===== config.mk =====
export PLATFORM = sky130hd
export DESIGN_NAME = rtc_alarm_match
export DESIGN_NICKNAME = d
export VERILOG_FILES = /design/src/rtl/rtc_alarm_pkg.sv /design/src/rtl/rtc_alarm_dp.sv /design/src/rtl/rtc_alarm_ctrl.sv /design/src/rtl/rtc_alarm_match.sv
export SDC_FILE = /design/constraint.sdc
export NUM_CORES = 1
export LEC_CHECK = 0
export ABC_CLOCK_PERIOD_IN_PS = 5350
export BUFFER_PORTS_ARGS = -buffer_cell sky130_fd_sc_hd__buf_2
export CAP_MARGIN = 10
export CORE_MARGIN = 2
export CORE_UTILIZATION = 50
export DETAILED_ROUTE_END_ITERATION = 6
export HOLD_SLACK_MARGIN = 0.06
export PLACE_DENSITY_LB_ADDON = 0.05
export REMOVE_ABC_BUFFERS = 1
export SLEW_MARGIN = 20
export SYNTH_ARGS = -nofsm -noshare
export SYNTH_HDL_FRONTEND = slang
export SYNTH_HIERARCHICAL = 1
export SYNTH_SLANG_ARGS = --single-unit

===== constraint.sdc =====
create_clock -name clk -period 5.35 [get_ports clk]
set_input_delay 1.07 -clock clk [delete_from_list [all_inputs] [get_ports clk]]
set_output_delay 1.07 -clock clk [all_outputs]
set_load 0.02 [all_outputs]

===== src/rtl/rtc_alarm_pkg.sv =====
package rtc_alarm_pkg;
  localparam int FieldW = 8;
  localparam int WordW  = 2 * FieldW;
  localparam int RptW   = 8;
  localparam int PtrW   = 2;
  localparam int MaskW  = 4;

  typedef enum logic [MaskW-1:0] {
    MaskHalf   = 4'd0,
    MaskSec    = 4'd1,
    MaskTenSec = 4'd2,
    MaskMin    = 4'd3,
    MaskTenMin = 4'd4,
    MaskHour   = 4'd5,
    MaskDay    = 4'd6,
    MaskWeek   = 4'd7,
    MaskMonth  = 4'd8,
    MaskYear   = 4'd9
  } maskCode_e;

  // Field order mirrors the bit positions of the configuration word.
  typedef struct packed {
    logic            en;
    logic            chime;
    logic [MaskW-1:0] mask;
    logic [PtrW-1:0]  ptr;
    logic [RptW-1:0]  rpt;
  } cfg_t;

  typedef struct packed {
    logic            valWrite;
    logic [PtrW-1:0] ptr;
  } dpStrobe_t;

  typedef struct packed {
    logic [FieldW-1:0] month;
    logic [FieldW-1:0] day;
    logic [FieldW-1:0] wday;
    logic [FieldW-1:0] hour;
    logic [FieldW-1:0] min;
    logic [FieldW-1:0] sec;
    logic              half;
  } rtcTime_t;
endpackage


===== src/rtl/rtc_alarm_dp.sv =====
module rtc_alarm_dp
  import rtc_alarm_pkg::*;
(
  input  logic             clk,
  input  logic             rstN,
  input  dpStrobe_t        strobe,
  input  logic [WordW-1:0] valWrData,
  input  rtcTime_t         curTime,
  input  logic [MaskW-1:0] mask,
  output logic [WordW-1:0] valRdData,
  output logic             matchHit,
  output logic             maskValid
);
  localparam int NumWords = 3;

  logic [WordW-1:0] alWord [NumWords];

  for (genvar w = 0; w < NumWords; w++) begin : gWord
    logic [WordW-1:0] wordQ;
    always_ff @(posedge clk or negedge rstN) begin
      if (!rstN) wordQ <= '0;
      else if (strobe.valWrite && strobe.ptr == PtrW'(w)) wordQ <= valWrData;
    end
    assign alWord[w] = wordQ;
  end

  always_comb begin
    case (strobe.ptr)
      PtrW'(0): valRdData = alWord[0];
      PtrW'(1): valRdData = alWord[1];
      PtrW'(2): valRdData = alWord[2];
      default:  valRdData = '0;
    endcase
  end

  logic [FieldW-1:0] alSec, alMin, alHour, alWday, alDay, alMonth;
  assign alSec   = alWord[0][FieldW-1:0];
  assign alMin   = alWord[0][WordW-1:FieldW];
  assign alHour  = alWord[1][FieldW-1:0];
  assign alWday  = alWord[1][WordW-1:FieldW];
  assign alDay   = alWord[2][FieldW-1:0];
  assign alMonth = alWord[2][WordW-1:FieldW];

  logic onSec, secLo, secEq, minLo, minEq, hourEq, wdayEq, dayEq, monEq;
  assign onSec  = !curTime.half;
  assign secLo  = curTime.sec[3:0] == alSec[3:0];
  assign secEq  = curTime.sec == alSec;
  assign minLo  = curTime.min[3:0] == alMin[3:0];
  assign minEq  = curTime.min == alMin;
  assign hourEq = curTime.hour == alHour;
  assign wdayEq = curTime.wday == alWday;
  assign dayEq  = curTime.day == alDay;
  assign monEq  = curTime.month == alMonth;

  always_comb begin
    maskValid = 1'b1;
    case (maskCode_e'(mask))
      MaskHalf:   matchHit = 1'b1;
      MaskSec:    matchHit = onSec;
      MaskTenSec: matchHit = onSec && secLo;
      MaskMin:    matchHit = onSec && secEq;
      MaskTenMin: matchHit = onSec && secEq && minLo;
      MaskHour:   matchHit = onSec && secEq && minEq;
      MaskDay:    matchHit = onSec && secEq && minEq && hourEq;
      MaskWeek:   matchHit = onSec && secEq && minEq && hourEq && wdayEq;
      MaskMonth:  matchHit = onSec && secEq && minEq && hourEq && dayEq;
      MaskYear:   matchHit = onSec && secEq && minEq && hourEq && dayEq && monEq;
      default: begin
        matchHit  = 1'b0;
        maskValid = 1'b0;
      end
    endcase
  end

  // any mask coarser than every half second only matches on a second boundary
  p_boundary_only_r5: assert property (@(posedge clk) disable iff (!rstN)
    (matchHit && mask != MaskW'(0)) |-> !curTime.half);

  // a write into word 0 is held there
  p_word0_store_r3: assert property (@(posedge clk) disable iff (!rstN)
    (strobe.valWrite && strobe.ptr == PtrW'(0)) |=> alWord[0] == $past(valWrData));
endmodule


===== src/rtl/rtc_alarm_ctrl.sv =====
module rtc_alarm_ctrl
  import rtc_alarm_pkg::*;
(
  input  logic             clk,
  input  logic             rstN,
  input  logic             halfTick,
  input  logic             cfgWrEn,
  input  logic [WordW-1:0] cfgWrData,
  input  logic             valWrEn,
  input  logic             valRdEn,
  input  logic             matchHit,
  input  logic             maskValid,
  output logic [WordW-1:0] cfgRdData,
  output logic [MaskW-1:0] mask,
  output dpStrobe_t        strobe,
  output logic             alarmPulse
);
  cfg_t cfgQ;
  logic fire, valAccess;

  assign fire      = halfTick && cfgQ.en && matchHit;
  assign valAccess = valWrEn || valRdEn;

  always_ff @(posedge clk or negedge rstN) begin
    if (!rstN) begin
      cfgQ <= '0;
    end else if (cfgWrEn) begin
      cfgQ <= cfg_t'(cfgWrData);
    end else begin
      if (valAccess && cfgQ.ptr != '0) cfgQ.ptr <= cfgQ.ptr - PtrW'(1);
      if (fire) begin
        if (cfgQ.rpt != '0) cfgQ.rpt <= cfgQ.rpt - RptW'(1);
        else if (cfgQ.chime) cfgQ.rpt <= '1;
        else cfgQ.en <= 1'b0;
      end
    end
  end

  always_ff @(posedge clk or negedge rstN) begin
    if (!rstN) alarmPulse <= 1'b0;
    else alarmPulse <= fire;
  end

  assign cfgRdData       = WordW'(cfgQ);
  assign mask            = cfgQ.mask;
  assign strobe.valWrite = valWrEn;
  assign strobe.ptr      = cfgQ.ptr;

  p_pulse_after_tick_r4: assert property (@(posedge clk) disable iff (!rstN)
    alarmPulse |-> $past(halfTick));
  p_pulse_needs_arm_r11: assert property (@(posedge clk) disable iff (!rstN)
    alarmPulse |-> $past(cfgQ.en));
  p_reserved_silent_r6: assert property (@(posedge clk) disable iff (!rstN)
    (halfTick && !maskValid) |=> !alarmPulse);
  p_rpt_step_r7: assert property (@(posedge clk) disable iff (!rstN)
    (fire && !cfgWrEn && cfgQ.rpt != '0) |=> cfgQ.rpt == $past(cfgQ.rpt) - RptW'(1));
  p_rpt_wrap_r8: assert property (@(posedge clk) disable iff (!rstN)
    (fire && !cfgWrEn && cfgQ.rpt == '0 && cfgQ.chime) |=> (cfgQ.rpt == '1 && cfgQ.en));
  p_self_disarm_r9: assert property (@(posedge clk) disable iff (!rstN)
    (fire && !cfgWrEn && cfgQ.rpt == '0 && !cfgQ.chime) |=> (!cfgQ.en && cfgQ.rpt == '0));
  p_write_wins_r10: assert property (@(posedge clk) disable iff (!rstN)
    cfgWrEn |=> cfgRdData == $past(cfgWrData));
  p_ptr_floor_r3: assert property (@(posedge clk) disable iff (!rstN)
    (valAccess && !cfgWrEn && cfgQ.ptr == '0) |=> cfgQ.ptr == '0);
endmodule


===== src/rtl/rtc_alarm_match.sv =====
module rtc_alarm_match
  import rtc_alarm_pkg::*;
(
  input  logic              clk,
  input  logic              rstN,
  input  logic              halfTick,
  input  logic              curHalf,
  input  logic [FieldW-1:0] curSec,
  input  logic [FieldW-1:0] curMin,
  input  logic [FieldW-1:0] curHour,
  input  logic [FieldW-1:0] curWday,
  input  logic [FieldW-1:0] curDay,
  input  logic [FieldW-1:0] curMonth,
  input  logic              cfgWrEn,
  input  logic [WordW-1:0]  cfgWrData,
  output logic [WordW-1:0]  cfgRdData,
  input  logic              valWrEn,
  input  logic              valRdEn,
  input  logic [WordW-1:0]  valWrData,
  output logic [WordW-1:0]  valRdData,
  output logic              alarmPulse
);
  rtcTime_t         curTime;
  dpStrobe_t        strobe;
  logic [MaskW-1:0] mask;
  logic             matchHit, maskValid;

  assign curTime = '{month: curMonth, day: curDay, wday: curWday, hour: curHour,
                     min: curMin, sec: curSec, half: curHalf};

  rtc_alarm_ctrl uCtrl (
    .clk(clk), .rstN(rstN), .halfTick(halfTick), .cfgWrEn(cfgWrEn),
    .cfgWrData(cfgWrData), .valWrEn(valWrEn), .valRdEn(valRdEn),
    .matchHit(matchHit), .maskValid(maskValid), .cfgRdData(cfgRdData),
    .mask(mask), .strobe(strobe), .alarmPulse(alarmPulse)
  );

  rtc_alarm_dp uDp (
    .clk(clk), .rstN(rstN), .strobe(strobe), .valWrData(valWrData),
    .curTime(curTime), .mask(mask), .valRdData(valRdData),
    .matchHit(matchHit), .maskValid(maskValid)
  );
endmodule


# After elaboration in Yosys (flattened, before gate mapping)
# Cells that the tools add are included.
[op_classes] addsub=2 eq_ne=21 muxes=11 reduce_logical=25
[op_table] operator="$eq 8x8->1" count=6
[op_table] operator="$pmux 16 s3" count=1
[op_table] operator="$mux 8" count=3
[op_table] operator="$eq 4x3->1 const B" count=4
[op_table] operator="$logic_and 1x1->1" count=14
[op_table] operator="$mux 10" count=1
[op_table] operator="$pmux 1 s10" count=1
[op_table] operator="$eq 4x2->1 const B" count=2
[op_table] operator="$eq 4x4->1" count=2
[op_table] operator="$eq 4x4->1 const B" count=2
[op_table] operator="$reduce_bool 8->1" count=1
[op_table] operator="$sub 8x1->8 const B" count=1
[op_table] operator="$reduce_bool 2->1" count=3
[op_table] operator="$eq 4x1->1 const B" count=1
[op_table] operator="$logic_not 4->1" count=1
[op_table] operator="$mux 1" count=4
[op_table] operator="$ne 2x2->1 const B" count=2
[op_table] operator="$reduce_and 3->1" count=1
[op_table] operator="$reduce_bool 3->1" count=1
[op_table] operator="$eq 2x1->1 const B" count=1
[op_table] operator="$eq 2x2->1 const B" count=1
[op_table] operator="$logic_not 2->1" count=1
[op_table] operator="$mux 2" count=1
[op_table] operator="$reduce_and 2->1" count=1
[op_table] operator="other kinds (3)" count=3
[word_totals] reg_bits=65 in_bits=87 wordCells=68

# Logic depth before layout (Yosys ltp)
# Gate-level depths: netlist of run 1.
[depth] ltp_word=10 ltp_mapped=12 ltp_nobuf=11

# By module
# Netlist of run 1, hierarchy kept.
[by_module_without_submodules] mod="rtc_alarm_dp" n_inst=1 cells_per_inst=238 area_per_inst_um2=2760.1
[by_module_without_submodules] mod="rtc_alarm_ctrl" n_inst=1 cells_per_inst=105 area_per_inst_um2=979.7

# Worst setup path after synthesis of run 1
# Ideal clock, no wire load.
[synth_timing] kind="input to register" start="input port curSec[7]" end="register uCtrl.cfgQ (netlist bit uCtrl/cfgRdData[7])" arrival_time_ns=2.719 t_required_ns=5.263 path_slack_ns=2.544 stages=12 path_buffers=1 path_cell_list="xor2_1 nor4_1 a21o_1 a21oi_1 nor3_1 or3_1 nand3_1 inv_1 o31a_1 buf_6 o21ai_0 a22oi_1"
[synth_via] elab_chain_len=10
[synth_lines] item="start, declared" line="rtc_alarm_match.sv:8" source="input logic [FieldW-1:0] curSec,"
[synth_lines] item="$eq 8x8->1 *" line="rtc_alarm_dp.sv:47" source="assign secEq = curTime.sec == alSec;"
[synth_lines] item="$logic_and 1x1->1 *"
[synth_lines] item="$logic_and 1x1->1 (2 in series)"
[synth_lines] item="$logic_and 1x1->1" line="rtc_alarm_dp.sv:66, rtc_alarm_dp.sv:67"
[synth_lines] item="$logic_and 1x1->1" line="rtc_alarm_dp.sv:67" source="MaskYear: matchHit = onSec && secEq && minEq && hourEq && dayEq && monEq;"
[synth_lines] item="$pmux 1 s10 *" line="rtc_alarm_dp.sv:57" source="case (maskCode_e'(mask))"
[synth_lines] item="via matchHit" line="rtc_alarm_match.sv:26" source="logic matchHit, maskValid;"
[synth_lines] item="$logic_and 1x1->1 *" line="rtc_alarm_ctrl.sv:21" source="assign fire = halfTick && cfgQ.en && matchHit;"
[synth_lines] item="via uCtrl.fire" line="rtc_alarm_ctrl.sv:19" source="logic fire, valAccess;"
[synth_lines] item="$reduce_bool 2->1 (no line) *"
[synth_lines] item="$reduce_and 2->1 (no line) *"
[synth_lines] item="end signal, assigned" line="rtc_alarm_ctrl.sv:28" source="cfgQ <= cfg_t'(cfgWrData);"
[synth_lines] item="end, declared" line="rtc_alarm_ctrl.sv:18" source="cfg_t cfgQ;"
# The timed path passes the listed nets; every way through them passes the cells marked *.
# A chain may end at the register's enable or synchronous reset.

# Final worst setup path of run 1
[layout_timing] start="register uCtrl.cfgQ (netlist bit uCtrl/cfgRdData[8])" end="output port valRdData[4]"
[layout_via] elab_chain_len=2
[layout_lines] item="$eq 2x2->1 (tied with other cells)" line="rtc_alarm_dp.sv:28" source="case (strobe.ptr)"
[layout_lines] item="$pmux 16 s3 *" line="rtc_alarm_dp.sv:28"
[layout_lines] item="end, declared" line="rtc_alarm_match.sv:20" source="output logic [WordW-1:0] valRdData,"
# Mark *: on every way between the ends. The rest lies on a longest branch, timed or not.

==> flow_metrics.py, run 1 <==
metrics = {
    "floorplanning": {
        "start_util_pct": 51.5,
        "ios": 120,
        "die_w_um": 90.4,
        "die_area_sq_mm": 0.00818,
        "dieHeight_um": 90.4,
        "core_sq_mm": 0.00725,
        "num_rows": 31,
    },
    "run_status": {
        "outcome": "finished clean",
    },
    "yosys": {
        "yosys_warnings": 6,
        "synth_cells": 342,
        "syn_area_sq_mm": 0.00373,
        "syn_area_per_cell_sq_um": 10.9,
    },
    "sta": {
        "relSlewSlack_pct": 31.6,
        "worst_pin_slew_ns": 1.03,
        "rsz0062_at_grt": "no",
        "fin_skew_ns": 0.0132,
        "max_freq_ghz": 0.286,
        "maxSlewViolCount": 0,
        "worst_slack_ns": 1.85,
        "hold_violations": 0,
        "setup_tns_ns": 0,
        "period_share_pct": 65.4,
        "finalSetupViolCount": 0,
        "period_minus_slack_ns": 3.50,
    },
    "pwr": {
        "clkPwrFrac_pct": 24.5,
        "seq_power_share_pct": 39.5,
        "p_comb_share_pct": 36.0,
        "sw_frac_of_total_pct": 35.2,
        "peakVddDrop_mv": 0.242,
        "power.density_mw_per_mm2": 481,
        "power_switching_uw": 778,
        "p_int_mw": 1.43,
        "leakagePower_nw": 2.12,
    },
    "setup_path": {
        "startpoint_type": "register",
        "crit_start": "uCtrl/cfgRdData[8]",
        "crit_type": "reg -> out",
        "reg2reg_to": "uCtrl/cfgRdData[7]",
        "crit_family": "flip-flops",
        "cpMaxStageDelayCell": "dfrtp_1",
        "critical_path.max_stage_delay_ns": 0.85,
        "cp.required_ns": 4.28,
        "timing.rr.start": "uDp/gWord[0].wordQ[7]",
        "reg2reg_depth": 11,
        "arrival_ns": 2.43,
        "cp_num_cells": 5,
        "cp_max_fo": 21,
        "end_kind": "primary output",
        "path_buf_inv": 2,
        "reg2reg_slack_ns": 2.55,
        "crit_end": "valRdData[4]",
        "path_cells": "nor2b_1, buf_4, nand2_1, o21ai_0, buf_2",
    },
    "clock_network": {
        "cts_buffer_depth": 2,
        "cts.htree.levels": 3,
        "insertion_delay_ns": 0.34,
        "post-cts-setup-buffers": 0,
        "clkTransAtPathRegs_ns": 0.08,
        "cts_sinks": 65,
        "cts_tree": "yes",
        "ctsResizeCount": 0,
        "cts_buffers": 9,
        "postCtsHoldBufs": 0,
        "cts_root_buf": "clkbuf_8",
    },
    "placed_design": {
        "portBuffers": 119,
        "placed_area_sq_mm": 0.00433,
        "pre_cts_ws_ns": 1.86,
        "dp_cells": 541,
        "hpwl_mm": 6.76,
        "gp_congestion": 0.919,
    },
    "hold_path": {
        "min_path_type": "reg -> reg",
    },
    "drt": {
        "wirelength_mm": 9.35,
        "drtAntennaViolNets": 0,
        "vias": 2995,
        "drt_iter0_markers": 83,
        "drtPass1Iterations": 4,
        "via_per_inst": 5.38,
        "routedWlPerCell_um": 16.8,
        "drc_errors": 0,
    },
    "finish": {
        "num_antenna_cells": 0,
        "final_cell_mix": "buf_2, dfrtp_1, mux2_2",
        "fillers": 668,
        "layout-drive-gt1-share_pct": 42.8,
        "final_common_cell": "buf_2",
        "fin_cells": 557,
        "nets": 543,
        "fin_area_sq_mm": 0.00460,
        "syn_to_final_growth_pct": 23.1,
    },
    "job": {
        "maxCapViolations": 0,
    },
    "grt": {
        "grt_pass1_wl_mm": 15.3,
        "gr-usage-all-layers_pct": 24.0,
        "overflow": 0,
        "grt_max_degree": 42,
        "antenna_found_initial": 0,
        "grt_pass1_vias": 3058,
    },
}
-- worst min path at each step --
stage	to	slack [ns]	cells after the start	startpoint
finish	uDp/gWord[2].wordQ[1]	0.55	1	uDp/gWord[2].wordQ[1]
global route	uDp/gWord[0].wordQ[3]	0.58	1	uDp/gWord[0].wordQ[3]
floorplan	uDp/gWord[2].wordQ[0]	0.52	1	uDp/gWord[2].wordQ[0]
global placement	uDp/gWord[2].wordQ[15]	0.53	1	uDp/gWord[2].wordQ[15]
detailed placement	uDp/gWord[2].wordQ[0]	0.54	1	uDp/gWord[2].wordQ[0]
CTS	uDp/gWord[2].wordQ[0]	0.55	1	uDp/gWord[2].wordQ[0]
-- final cells by class --
type                    instances  area, sq um  area share, %
clock buffers                  12          165           3.59
repair buffers                122          618           13.4
inverters                       7         26.3          0.572
clock inverters                 4         97.6           2.12
flip-flops and latches         65         1630           35.4
multi-input cells             248         1940           42.2
well taps                      99          124           2.69
-- state kept, by name (all words and copies together) (netlist names) --
name / count
uCtrl/alarmPulse: 1
uCtrl/cfgRdData: 12
uCtrl/mask: 4
uDp/gWord.wordQ: 48
-- through the flow --
step	hold WS, ns	power, mW	utilization (%)
after detailed placement	0.539	1.68	59.8
after floorplan	0.522	1.41	-
after global placement	0.533	1.66	59.8
after global routing	0.575	2.35	63.4
after CTS	0.554	2.23	63.4
final	0.552	2.21	63.4
-- routing by layer --
layer | global-route usage, % | part of all wire [%]
met3 | 4.84 | 6.0
met1 | 30.3 | 43
met2 | 41.4 | 50
met4 | 7.82 | 1.2
met5 | 0 | 0
-- power groups by stage --
| stage | logic (mW) | clock network (mW) | registers, mW |
|---|---|---|---|
| 5_1_grt | 0.875 | 0.572 | 0.903 |
| 3_3_place_gp | 0.785 | 0 | 0.874 |
| 4_1_cts | 0.806 | 0.547 | 0.873 |
| 3_5_place_dp | 0.800 | 0 | 0.882 |
| 6_report | 0.796 | 0.541 | 0.873 |
| 2_1_floorplan | 0.550 | 0 | 0.859 |
No activity file was read; power rests on OpenSTA's default activity.
==> inputs of run 2 (changes only) <==
Settings changed: ABC_CLOCK_PERIOD_IN_PS 5350 to 3300.
Clock period 5.35 ns to 3.3 ns, I/O delays scaled along.
==> run 2 against run 1 <==
Net effect:
- core utilization fell by 1.0 points
- first-iteration DRC count rose by 54%
- sequential share of layout area rose by 0.58 points
- clock power rose by 14%
- worst setup slack got worse by 1.3 ns
- sequential power rose by 60%
- register-to-register slack got worse by 2.0 ns
- die area did not move
- non-clock buffer count rose by 2
- design area fell by 1.6%
- hold slack got worse by 0.048 ns
- via count fell by 0.57%
- critical path type is now reg -> reg
- largest power group unchanged
- highest routed layer unchanged
==> flow_metrics.py, run 2 (synthesis gave the netlist of run 1 again) <==
metrics = {
    "sta": {
        "fin_skew_ns": 0.00865,
        "hold_violations": 0,
        "worst_pin_slew_ns": 0.844,
        "rsz0062_at_grt": "no",
        "period_minus_slack_ns": 2.77,
        "period_share_pct": 84.0,
        "worst_hold_slack_ns": 0.504,
        "relSlewSlack_pct": 43.8,
        "finalSetupViolCount": 0,
        "setup_tns_ns": 0,
        "max_freq_ghz": 0.361,
        "maxSlewViolCount": 0,
    },
    "grt": {
        "grt_max_degree": 66,
        "gr-usage-all-layers_pct": 23.9,
        "grt_pass1_wl_mm": 15.1,
        "overflow": 0,
        "grt_pass1_vias": 2982,
        "antenna_found_initial": 0,
    },
    "floorplanning": {
        "ios": 120,
        "core_sq_mm": 0.00725,
        "dieHeight_um": 90.4,
        "die_w_um": 90.4,
        "die_area_sq_mm": 0.00818,
        "start_util_pct": 51.5,
        "num_rows": 31,
    },
    "clock_network": {
        "insertion_delay_ns": 0.34,
        "ctsResizeCount": 0,
        "post-cts-setup-buffers": 0,
        "cts_buffers": 9,
        "cts_buffer_depth": 2,
        "clkTransAtPathRegs_ns": 0.07,
        "cts.htree.levels": 3,
        "postCtsHoldBufs": 0,
        "cts_sinks": 65,
        "cts_tree": "yes",
        "cts_root_buf": "clkbuf_8",
    },
    "hold_path": {
        "min_path_type": "in -> async",
    },
    "finish": {
        "num_antenna_cells": 0,
        "largest_reg_flops": 48,
        "final_core_util_pct": 62.4,
        "fin_area_sq_mm": 0.00452,
        "nets": 545,
        "final_cell_mix": "buf_2, dfrtp_1, mux2_2",
        "final_common_cell": "buf_2",
        "syn_to_final_growth_pct": 21.1,
        "layout-drive-gt1-share_pct": 42.6,
        "top_register": "uDp/gWord.wordQ",
    },
    "placed_design": {
        "placed_area_sq_mm": 0.00435,
        "gp_congestion": 0.881,
        "portBuffers": 119,
        "hpwl_mm": 6.71,
    },
    "setup_path": {
        "cp.required_ns": 3.56,
        "crit_type": "reg -> reg",
        "startpoint_type": "register",
        "cp_max_fo": 11,
        "end_kind": "register",
        "arrival_ns": 3.03,
    },
    "drt": {
        "drtAntennaViolNets": 0,
        "vias": 2978,
        "routedWlPerCell_um": 16.7,
        "via_per_inst": 5.33,
        "wirelength_mm": 9.36,
        "drt_iter0_markers": 128,
        "drc_errors": 0,
        "drtPass1Iterations": 4,
    },
    "pwr": {
        "leakagePower_nw": 2.10,
        "p_comb_share_pct": 39.5,
        "power_switching_mw": 1.26,
        "clkPwrFrac_pct": 18.5,
        "power.density_mw_per_mm2": 737,
        "sw_frac_of_total_pct": 37.7,
        "peakVddDrop_mv": 0.477,
        "total_power_mw": 3.33,
        "seq_power_share_pct": 42.0,
        "p_int_mw": 2.08,
    },
    "run_status": {
        "outcome": "finished clean",
    },
    "job": {
        "maxCapViolations": 0,
    },
}
run 2: power groups by stage:
stage | combinational (mW) | clock (mW) | sequential, mW
after detailed placement | 1.32 | 0 | 1.41
after floorplan | 0.891 | 0 | 1.39
final | 1.32 | 0.616 | 1.40
after global routing | 1.44 | 0.672 | 1.45
after CTS | 1.33 | 0.628 | 1.40
after global placement | 1.30 | 0 | 1.40
run 2: worst paths after layout:
kind,start,to,slack (ns),depth (start not counted)
worst max-delay path,uDp/gWord[0].wordQ[14],uCtrl/cfgRdData[7],0.53,10
worst min-delay path,rstN,uDp/gWord[0].wordQ[7],0.50,2
worst max register to register,uDp/gWord[0].wordQ[14],uCtrl/cfgRdData[7],0.53,10
worst min register to register,uDp/gWord[2].wordQ[9],uDp/gWord[2].wordQ[9],0.55,1
max in group asynchronous,rstN,uDp/gWord[0].wordQ[14],2.24,2
min in group clk,cfgWrData[4],uCtrl/cfgRdData[4],0.53,3
run 2: cell type report:
cell class / count / area, sq um
timing repair buffer: 124 / 633
inverter: 7 / 26.3
fill: 657 / 2730
clock inverter: 3 / 15.0
tap: 99 / 124
multi-input combinational: 248 / 1940
clock buffer: 13 / 159
sequential: 65 / 1630
run 2: metrics by stage:
| step | cells | setup slack, ns |
|---|---|---|
| after floorplan | 320 | 0.688 |
| after global placement | 543 | 0.290 |
| after detailed placement | 543 | 0.196 |
| after CTS | 559 | 0.520 |
| after global routing | 559 | 0.286 |
| final | 559 | 0.528 |
run 2: layer usage:
| layer | vias up | track usage (%) | share of wire (%) |
|---|---|---|---|
| met2 | 99 | 39.7 | 50 |
| met1 | 1431 | 30.5 | 43 |
| met5 | - | 0 | 0 |
| met4 | 0 | 8.08 | 1.1 |
| li1 | 1439 | - | - |
| met3 | 9 | 6.01 | 5.8 |
run 2: critical path, cell delays in order (launching register included):
cell and delay [ns]:
dfrtp_1 0.41, xor2_1 0.17, nor4_1 0.51, o21ai_0 0.20
nor3_1 0.20, or3_1 0.15, nand3_1 0.09, inv_1 0.18
o31a_1 0.42, o21ai_0 0.16, a22oi_1 0.20
